$ cat config.mk
export PLATFORM = sky130hd
export DESIGN_NAME = pin_change_notifier
export DESIGN_NICKNAME = d
export VERILOG_FILES = /design/src/rtl/cn_pkg.sv /design/src/rtl/cn_ctrl.sv /design/src/rtl/cn_datapath.sv /design/src/rtl/pin_change_notifier.sv
export SDC_FILE = /design/constraint.sdc
export NUM_CORES = 1
export LEC_CHECK = 0
export BUFFER_PORTS_ARGS = -buffer_cell sky130_fd_sc_hd__buf_2
export CAP_MARGIN = 30
export CORE_MARGIN = 4
export CORE_UTILIZATION = 59
export DETAILED_ROUTE_END_ITERATION = 10
export PLACE_DENSITY_LB_ADDON = 0.2
export SYNTH_ARGS = -nofsm -noshare
export SYNTH_HDL_FRONTEND = slang
export SYNTH_SLANG_ARGS = --single-unit
$ cat constraint.sdc
create_clock -name clk -period 7.6 [get_ports clk]
set_input_delay 2.28 -clock clk [delete_from_list [all_inputs] [get_ports clk]]
set_output_delay 2.28 -clock clk [all_outputs]
set_load 0.05 [all_outputs]
$ cat src/rtl/cn_pkg.sv
package cn_pkg;
  localparam int ADDR_EN_LO = 0;
  localparam int ADDR_EN_HI = 1;
  localparam int ADDR_PU_LO = 2;
  localparam int ADDR_PU_HI = 3;
  localparam int ADDR_PD_LO = 4;
  localparam int ADDR_PD_HI = 5;
  localparam int ADDR_LVL_LO = 6;
  localparam int ADDR_LVL_HI = 7;

  typedef struct packed {
    logic ldEnLo;
    logic ldEnHi;
    logic ldPuLo;
    logic ldPuHi;
    logic ldPdLo;
    logic ldPdHi;
    logic clrFlag;
  } cnStrobe_t;
endpackage

$ cat src/rtl/cn_ctrl.sv
module cn_ctrl
  import cn_pkg::*;
#(
  parameter int REG_W  = 16,
  parameter int ADDR_W = 3
) (
  input  logic              busWrEn,
  input  logic [ADDR_W-1:0] busAddr,
  input  logic [REG_W-1:0]  busWrData,
  output cnStrobe_t         strobe
);
  localparam int FLAG_BIT = REG_W - 1;

  always_comb begin
    strobe         = '0;
    strobe.ldEnLo  = busWrEn && (busAddr == ADDR_W'(ADDR_EN_LO));
    strobe.ldEnHi  = busWrEn && (busAddr == ADDR_W'(ADDR_EN_HI));
    strobe.ldPuLo  = busWrEn && (busAddr == ADDR_W'(ADDR_PU_LO));
    strobe.ldPuHi  = busWrEn && (busAddr == ADDR_W'(ADDR_PU_HI));
    strobe.ldPdLo  = busWrEn && (busAddr == ADDR_W'(ADDR_PD_LO));
    strobe.ldPdHi  = busWrEn && (busAddr == ADDR_W'(ADDR_PD_HI));
    strobe.clrFlag = busWrEn && (busAddr == ADDR_W'(ADDR_LVL_HI)) && busWrData[FLAG_BIT];
  end
endmodule

$ cat src/rtl/cn_datapath.sv
module cn_datapath
  import cn_pkg::*;
#(
  parameter int NUM_PINS    = 23,
  parameter int REG_W       = 16,
  parameter int ADDR_W      = 3,
  parameter int SYNC_STAGES = 2
) (
  input  logic                clk,
  input  logic                rstN,
  input  logic [NUM_PINS-1:0] pinIn,
  input  logic [NUM_PINS-1:0] dirOut,
  input  logic [ADDR_W-1:0]   busAddr,
  input  logic [REG_W-1:0]    busWrData,
  input  cnStrobe_t           strobe,
  output logic [REG_W-1:0]    busRdData,
  output logic                irq,
  output logic [NUM_PINS-1:0] puOut,
  output logic [NUM_PINS-1:0] pdOut,
  output logic                flagQ,
  output logic [NUM_PINS-1:0] pinLatched
);
  localparam int HI_W  = NUM_PINS - REG_W;
  localparam int PAD_W = REG_W - HI_W;

  logic [NUM_PINS-1:0] enReg, puReg, pdReg;
  logic [NUM_PINS-1:0] prevSnap;
  logic [NUM_PINS-1:0] syncQ [SYNC_STAGES];
  logic [NUM_PINS-1:0] syncPins;
  logic                flagSet;
  logic                asyncChange;

  // control registers
  always_ff @(posedge clk or negedge rstN) begin
    if (!rstN) begin
      enReg <= '0;
      puReg <= '0;
      pdReg <= '0;
    end else begin
      if (strobe.ldEnLo) enReg[REG_W-1:0]        <= busWrData;
      if (strobe.ldEnHi) enReg[NUM_PINS-1:REG_W] <= busWrData[HI_W-1:0];
      if (strobe.ldPuLo) puReg[REG_W-1:0]        <= busWrData;
      if (strobe.ldPuHi) puReg[NUM_PINS-1:REG_W] <= busWrData[HI_W-1:0];
      if (strobe.ldPdLo) pdReg[REG_W-1:0]        <= busWrData;
      if (strobe.ldPdHi) pdReg[NUM_PINS-1:REG_W] <= busWrData[HI_W-1:0];
    end
  end

  // resynchronizer chain for the clocked comparison
  for (genvar s = 0; s < SYNC_STAGES; s++) begin : g_sync
    if (s == 0) begin : g_first
      always_ff @(posedge clk or negedge rstN) begin
        if (!rstN) syncQ[s] <= '0;
        else       syncQ[s] <= pinIn;
      end
    end else begin : g_next
      always_ff @(posedge clk or negedge rstN) begin
        if (!rstN) syncQ[s] <= '0;
        else       syncQ[s] <= syncQ[s-1];
      end
    end
  end
  assign syncPins = syncQ[SYNC_STAGES-1];

  // single-stage read-path register
  always_ff @(posedge clk or negedge rstN) begin
    if (!rstN) pinLatched <= '0;
    else       pinLatched <= pinIn;
  end

  // snapshot tracks the pins while idle, freezes while the flag is up
  assign flagSet = |(enReg & (syncPins ^ prevSnap));

  always_ff @(posedge clk or negedge rstN) begin
    if (!rstN) begin
      flagQ    <= 1'b0;
      prevSnap <= '0;
    end else if (strobe.clrFlag) begin
      flagQ    <= 1'b0;
      prevSnap <= syncPins;
    end else if (!flagQ) begin
      prevSnap <= syncPins;
      if (flagSet) flagQ <= 1'b1;
    end
  end

  // clock-free wake path
  assign asyncChange = |(enReg & (pinIn ^ prevSnap));
  assign irq         = flagQ | asyncChange;

  // pull gating toward the pads
  assign puOut = puReg & ~pdReg & ~dirOut;
  assign pdOut = pdReg & ~puReg & ~dirOut;

  always_comb begin
    case (busAddr)
      ADDR_W'(ADDR_EN_LO):  busRdData = enReg[REG_W-1:0];
      ADDR_W'(ADDR_EN_HI):  busRdData = {{PAD_W{1'b0}}, enReg[NUM_PINS-1:REG_W]};
      ADDR_W'(ADDR_PU_LO):  busRdData = puReg[REG_W-1:0];
      ADDR_W'(ADDR_PU_HI):  busRdData = {{PAD_W{1'b0}}, puReg[NUM_PINS-1:REG_W]};
      ADDR_W'(ADDR_PD_LO):  busRdData = pdReg[REG_W-1:0];
      ADDR_W'(ADDR_PD_HI):  busRdData = {{PAD_W{1'b0}}, pdReg[NUM_PINS-1:REG_W]};
      ADDR_W'(ADDR_LVL_LO): busRdData = pinLatched[REG_W-1:0];
      ADDR_W'(ADDR_LVL_HI): busRdData = {flagQ, {(PAD_W-1){1'b0}}, pinLatched[NUM_PINS-1:REG_W]};
      default:              busRdData = '0;
    endcase
  end
endmodule

$ cat src/rtl/pin_change_notifier.sv
module pin_change_notifier
  import cn_pkg::*;
#(
  parameter int NUM_PINS    = 23,
  parameter int REG_W       = 16,
  parameter int ADDR_W      = 3,
  parameter int SYNC_STAGES = 2
) (
  input  logic                clk,
  input  logic                rstN,
  input  logic [NUM_PINS-1:0] pinIn,
  input  logic [NUM_PINS-1:0] dirOut,
  input  logic                busWrEn,
  input  logic [ADDR_W-1:0]   busAddr,
  input  logic [REG_W-1:0]    busWrData,
  output logic [REG_W-1:0]    busRdData,
  output logic                irq,
  output logic [NUM_PINS-1:0] puOut,
  output logic [NUM_PINS-1:0] pdOut
);
  cnStrobe_t           strobe;
  logic                flagQ;
  logic [NUM_PINS-1:0] pinLatched;

  cn_ctrl #(.REG_W(REG_W), .ADDR_W(ADDR_W)) u_ctrl (
    .busWrEn(busWrEn), .busAddr(busAddr), .busWrData(busWrData), .strobe(strobe)
  );

  cn_datapath #(.NUM_PINS(NUM_PINS), .REG_W(REG_W), .ADDR_W(ADDR_W),
                .SYNC_STAGES(SYNC_STAGES)) u_dp (
    .clk(clk), .rstN(rstN), .pinIn(pinIn), .dirOut(dirOut),
    .busAddr(busAddr), .busWrData(busWrData), .strobe(strobe),
    .busRdData(busRdData), .irq(irq), .puOut(puOut), .pdOut(pdOut),
    .flagQ(flagQ), .pinLatched(pinLatched)
  );
endmodule

==> impl_metrics.env, run 1 <==
export IMPL_status="completed"
export IMPL_htreeDepth=4
export IMPL_drt_pass1_iter_count=4
export IMPL_synth_distinct_cells=35
export IMPL_fin_crit_ns=6.420
export IMPL_viasPerCell=6.000
export IMPL_end_kind="output port"
export IMPL_antenna_found_initial=0
export IMPL_layout_drive_gt1_share=0.4686
export IMPL_hold_buffers=0
export IMPL_multi_input_area_sq_mm=0.002861
export IMPL_ys_seq_area_frac=0.5376
export IMPL_cts_resized=0
export IMPL_hold_path_class="reg -> reg"
export IMPL_vdd_ir_drop_worst_mv=0.1616
export IMPL_synth_area_per_cell_sq_um=14.70
export IMPL_setup_viol=0
export IMPL_post_cts_buffers=0
export IMPL_cp_required_ns=5.32
export IMPL_diodes=0
export IMPL_wl_mm=16.00
export IMPL_hpwl_mm=10.63
export IMPL_synth_seq_cells=139
export IMPL_startpoint_type="input port"
export IMPL_rsz0062_at_grt="false"
export IMPL_syn_nets=508
export IMPL_overflow=0
export IMPL_fp_dieW_microns=112.7
export IMPL_grt_pass1_vias=4592
export IMPL_final_cell_mix="dfrtp_1 (139), buf_2 (129), mux2_2 (97), nor3b_1 (47), xor2_1 (46)"
export IMPL_grt_pass1_wl_mm=25.36
export IMPL_design_area_sq_mm=0.007928
export IMPL_p_leak_uw=0.003582
export IMPL_setup_tns_ns=0
export IMPL_dp_cells=694
export IMPL_grt_max_degree=75
export IMPL_drt_antenna_violating_nets=0
export IMPL_power_uw=2616
export IMPL_max_cap_violations=0
export IMPL_powerDensity_mw_per_mm2=330.0
export IMPL_dieArea_sq_mm=0.01271
export IMPL_placed_cell_area_sq_mm=0.007233
export IMPL_register_area_sq_mm=0.003478
export IMPL_drtIter0Drc=266
export IMPL_clockBufferDepth=2
export IMPL_drc=0
export IMPL_clkTransAtPathRegs_ns=0.06
export IMPL_worst_pin_slew_ns=1.072
export IMPL_syn_inst=440
export IMPL_period_share=0.8448
export IMPL_clk_latency_ns=0.52
export IMPL_relSlewSlack=0.2828
export IMPL_final_common_cell="dfrtp_1"
export IMPL_cts_sinks=139
export IMPL_grt_usage=0.2619
export IMPL_num_vias=4350
export IMPL_place_congestion=0.8182
export IMPL_wl_per_cell_microns=22.07
export IMPL_fp_row_count=37
export IMPL_cts_buffers=17
export IMPL_core_area_sq_mm=0.01051
export IMPL_area_growth_syn_to_layout_pct=22.53
export IMPL_start_util=0.6157
export IMPL_crit_type="in -> out"
export IMPL_layoutNonFillerInstCount=725
export IMPL_synth_area_sq_mm=0.006470
export IMPL_arrival_ns=4.14
export IMPL_finalHoldViolations=0
export IMPL_slew_violations=0
export IMPL_fin_nets=645
export IMPL_cts_tree="built"
export IMPL_port_buffers=130
export IMPL_finClkSkew_ns=0.004746
export IMPL_fill_cells=651
export IMPL_ys_warn_count=0
export IMPL_ios=131
export IMPL_max_clock_freq_ghz=0.1558
export IMPL_crit_path_max_fanout=25
export IMPL_root_buffer="clkbuf_8"
export IMPL_die_h_microns=112.7
cells in the mapped netlist:
cell      count  area [sq um]
buf_4         5         37.54
clkbuf_1      1         3.750
a31oi_1       1         6.260
nand2_1       8         30.03
mux2i_1       5         50.05
nor2_1        2         7.510
mux4_2        8         180.2
o21ai_0       2         10.01
nor2_2        1         6.260
dfrtp_1     139          3478
o31ai_1       2         15.01
xor2_1       46         402.9
a22oi_1      12         90.09
nand4b_1      1         8.760
nand4_1       6         37.54
nand2b_1      2         12.51
mux4_1       11         289.0
nand2_2       1         6.260
a211oi_1      1         7.510
nor3_4        3         48.80
nand3_1       2         10.01
buf_12        1         20.02
nand2b_4      1         13.76
a221oi_1      5         43.79
buf_6         4         45.04
a21oi_1       4         20.02
or2_1         1         6.260
nor2b_1       9         56.30
buf_2         4         20.02
o22ai_1       1         6.260
mux2_2       97          1092
o21a_1        1         7.510
nor3b_1      47         352.8
inv_2         1         3.750
a22o_1        5         43.79
report_power, final:
| group | internal (uW) | switching (uW) | leakage, uW |
|---|---|---|---|
| sequential | 876 | 149 | 0.00164 |
| combinational | 277 | 349 | 0.00161 |
| clock | 657 | 309 | 0.000333 |
sequential cells by signal, indices dropped and copies added, names as in the netlist:
register and cells:
u_dp.enReg 23, u_dp.flagQ 1, u_dp.pdReg 23, u_dp.prevSnap 23, u_dp.puReg 23, u_dp.syncPins 23, u_dp.syncQ 23
critical path, cell delays in order:
cell,delay [ns]
buf_2,0.64
inv_2,0.25
mux4_2,0.50
o21ai_0,0.13
buf_2,0.32
metal layers:
layer  GRT usage  wire, microns
met3     0.05775           1062
met2      0.4088           7874
met1      0.3653           6678
met5           0              0
met4     0.09615            386
path summary, 6_finish.rpt:
kind / cells after the start / startpoint / end / slack (ns)
max: 5 / busAddr[1] / busRdData[5] / 1.18
min: 0 / u_dp.syncQ[33]$_DFF_PN0_ / u_dp.syncPins[10]$_DFF_PN0_ / 0.37
max reg2reg: 5 / u_dp.prevSnap[5]$_DFFE_PN0P_ / u_dp.flagQ$_DFF_PN0_ / 5.90
min reg2reg: 0 / u_dp.syncQ[33]$_DFF_PN0_ / u_dp.syncPins[10]$_DFF_PN0_ / 0.37
max in group asynchronous: 2 / rstN / u_dp.prevSnap[8]$_DFFE_PN0P_ / 4.50
min in group asynchronous: 1 / rstN / u_dp.pdReg[11]$_DFFE_PN0P_ / 1.75
kinds of logic after synthesis:
family	after synthesis	synth area share
buf+inv	16	0.02011
flops	139	0.5376
simple gates	84	0.09225
mux	121	0.2491
compound gates	34	0.03868
xor+xnor	46	0.06227
metrics by stage:
| step | worst slack (ns) | hold WS (ns) | util |
|---|---|---|---|
| 2_1_floorplan | 1.396 | 0.3463 | - |
| 3_3_place_gp | 1.209 | 0.3540 | 0.6831 |
| 3_5_place_dp | 1.224 | 0.3554 | 0.6883 |
| 4_1_cts | 1.205 | 0.3692 | 0.7544 |
| 5_1_grt | 1.107 | 0.3784 | 0.7544 |
| 6_report | 1.180 | 0.3673 | 0.7544 |
final cells by class:
type	instances	share of cell area
Clock buffer	20	0.05745
Clock inverter	11	0.03015
Inverter	1	0.0004735
Multi-Input combinational cell	285	0.3610
Sequential cell	139	0.4388
Tap cell	136	0.02146
Timing Repair Buffer	133	0.09075
No activity file was read; power rests on OpenSTA's default activity.
==> inputs of run 2 (changes only) <==
--- a/config.mk
+++ b/config.mk
@@ -8,7 +8,7 @@
 export BUFFER_PORTS_ARGS = -buffer_cell sky130_fd_sc_hd__buf_2
 export CAP_MARGIN = 30
 export CORE_MARGIN = 4
-export CORE_UTILIZATION = 59
+export CORE_UTILIZATION = 55
 export DETAILED_ROUTE_END_ITERATION = 10
 export PLACE_DENSITY_LB_ADDON = 0.2
 export SYNTH_ARGS = -nofsm -noshare
==> constraint.sdc (replaced) <==
create_clock -name clk -period 6.39 [get_ports clk]
set_input_delay 1.917 -clock clk [delete_from_list [all_inputs] [get_ports clk]]
set_output_delay 1.917 -clock clk [all_outputs]
set_load 0.05 [all_outputs]
==> run 2 against run 1 <==
Hold slack gained 0.0021 ns. Die area is 6.7% higher. Sequential power grew 20%. Critical path depth unchanged. Setup slack got worse by 0.46 ns. Total power rose by 15%. First-iteration DRC count shrank 5.6%. Final area shrank 0.54%. Global-route usage shrank 1.8 points. Via count shrank 1.4%. Register-to-register slack got worse by 1.2 ns. Flip-flop and latch count did not move.
==> impl_metrics.env, run 2 (synthesis results as in run 1) <==
export IMPL_fin_crit_ns=5.667
export IMPL_crit_type="in -> out"
export IMPL_grt_pass1_vias=4488
export IMPL_fp_row_count=39
export IMPL_cpMaxStageDelayCell="buf_2"
export IMPL_powerDensity_mw_per_mm2=382.1
export IMPL_drc=0
export IMPL_layoutNonFillerInstCount=735
export IMPL_dp_cells=703
export IMPL_end_kind="output port"
export IMPL_path_delay_family="buffers and inverters"
export IMPL_clockBufferDepth=2
export IMPL_dieArea_sq_mm=0.01356
export IMPL_finalHoldViolations=0
export IMPL_setup_tns_ns=0
export IMPL_rsz0062_at_grt="false"
export IMPL_diodes=0
export IMPL_cts_resized=0
export IMPL_htreeDepth=4
export IMPL_final_common_cell="dfrtp_1"
export IMPL_ios=131
export IMPL_post_cts_buffers=0
export IMPL_use_met1=0.3290
export IMPL_fp_dieW_microns=116.5
export IMPL_layout_drive_gt1_share=0.4713
export IMPL_clk_latency_ns=0.42
export IMPL_status="completed"
export IMPL_antenna_found_initial=0
export IMPL_place_congestion=0.8173
export IMPL_hpwl_mm=10.75
export IMPL_num_vias=4287
export IMPL_max_cap_violations=0
export IMPL_vdd_ir_drop_worst_mv=0.2470
export IMPL_overflow=0
export IMPL_die_h_microns=116.5
export IMPL_worstRegToRegCells=5
export IMPL_period_share=0.8868
export IMPL_grt_busiest_layer="met2"
export IMPL_p_leak_uw=0.003571
export IMPL_startpoint_type="input port"
export IMPL_slew_violations=0
export IMPL_arrival_ns=3.75
export IMPL_whs_ns=0.3695
export IMPL_setup_viol=0
export IMPL_critPathMaxStageDelay_ns=0.65
export IMPL_max_clock_freq_ghz=0.1765
export IMPL_cp_buffers_inverters=3
export IMPL_cts_buffers=17
export IMPL_root_buffer="clkbuf_16"
export IMPL_finClkSkew_ns=0.009428
export IMPL_cp_required_ns=4.47
export IMPL_drt_antenna_violating_nets=0
export IMPL_core_area_sq_mm=0.01147
export IMPL_wl_per_cell_microns=21.08
export IMPL_crit_path_max_fanout=25
export IMPL_fin_nets=647
export IMPL_worst_pin_slew_ns=0.8772
export IMPL_final_cell_mix="dfrtp_1 (139), buf_2 (129), mux2_2 (97), nor3b_1 (47), xor2_1 (46)"
export IMPL_path_cells="buf_2 > inv_2 > mux4_2 > o21ai_0 > buf_2"
export IMPL_clkTransAtPathRegs_ns=0.06
export IMPL_hold_path_class="reg -> reg"
export IMPL_start_util=0.5642
export IMPL_port_buffers=130
export IMPL_grtUsageMet2=0.3947
export IMPL_grt_pass1_wl_mm=24.38
export IMPL_grt_usage=0.2442
export IMPL_regToRegSetupSlack_ns=4.67
export IMPL_cpMostUsedCell="buf_2"
export IMPL_cts_tree="built"
export IMPL_cts_sinks=139
export IMPL_viasPerCell=5.833
export IMPL_drt_pass1_iter_count=5
export IMPL_relSlewSlack=0.4152
export IMPL_area_growth_syn_to_layout_pct=21.87
export IMPL_grt_max_degree=98
export IMPL_drtIter0Drc=251
export IMPL_wl_mm=15.49
export IMPL_grt_use_met3=0.05181
export IMPL_fill_cells=789
export IMPL_hold_buffers=0
export IMPL_path_depth=5
export IMPL_min_path_cells=0
## run 2: cell count changes in the layout (fill, tap and decap cells not counted), sizes merged
cell	before	now
buf	133	135
bufinv	7	4
clkbuf	20	21
clkinv	2	6
clkinvlp	2	1
## run 2: per-stage QoR
stage                 util  cell area (sq um)  setup WS [ns]  power (uW)
finish              0.6876               7885         0.7232        3013
global route        0.6876               7885         0.5881        3145
detailed placement  0.6313               7239         0.7302        1960
floorplan                -               6470         0.9121        1740
global placement    0.6274               7194         0.7471        1930
CTS                 0.6876               7885         0.7229        3025
## run 2: final cells by class
type | count | area (sq um) | share of cell area
Inverter | 1 | 3.754 | 0.0004760
Tap cell | 143 | 178.9 | 0.02269
Clock buffer | 21 | 480.5 | 0.06093
Timing Repair Buffer | 135 | 716.9 | 0.09092
Clock inverter | 11 | 165.2 | 0.02095
Multi-Input combinational cell | 285 | 2861 | 0.3629
Sequential cell | 139 | 3478 | 0.4411
## run 2: power breakdown
| part | switching (uW) | leakage (uW) | internal [uW] |
|---|---|---|---|
| Sequential | 176 | 0.00164 | 1040 |
| Combinational | 405 | 0.00161 | 329 |
| Clock | 368 | 0.000319 | 693 |
## run 2: layer usage
layer,part of all wire,vias up
met1,0.44,2191
met5,0,-
met4,0.020,0
met3,0.057,27
met2,0.49,138
li1,-,1931
## run 2: worst paths after layout
path | start | end
max | busAddr[1] | busRdData[5]
min | u_dp.syncQ[43]$_DFF_PN0_ | u_dp.syncPins[20]$_DFF_PN0_
max reg2reg | u_dp.prevSnap[6]$_DFFE_PN0P_ | u_dp.flagQ$_DFF_PN0_
min reg2reg | u_dp.syncQ[43]$_DFF_PN0_ | u_dp.syncPins[20]$_DFF_PN0_
max in group asynchronous | rstN | u_dp.enReg[15]$_DFFE_PN0P_
min in group asynchronous | rstN | u_dp.pdReg[11]$_DFFE_PN0P_
## run 2: worst register-to-register path: cells and delay by family (launching register included)
family	cells	cell delay [ns]
xor+xnor	1	0.17
flops	1	0.42
compound gates	3	0.82
simple gates	1	0.20
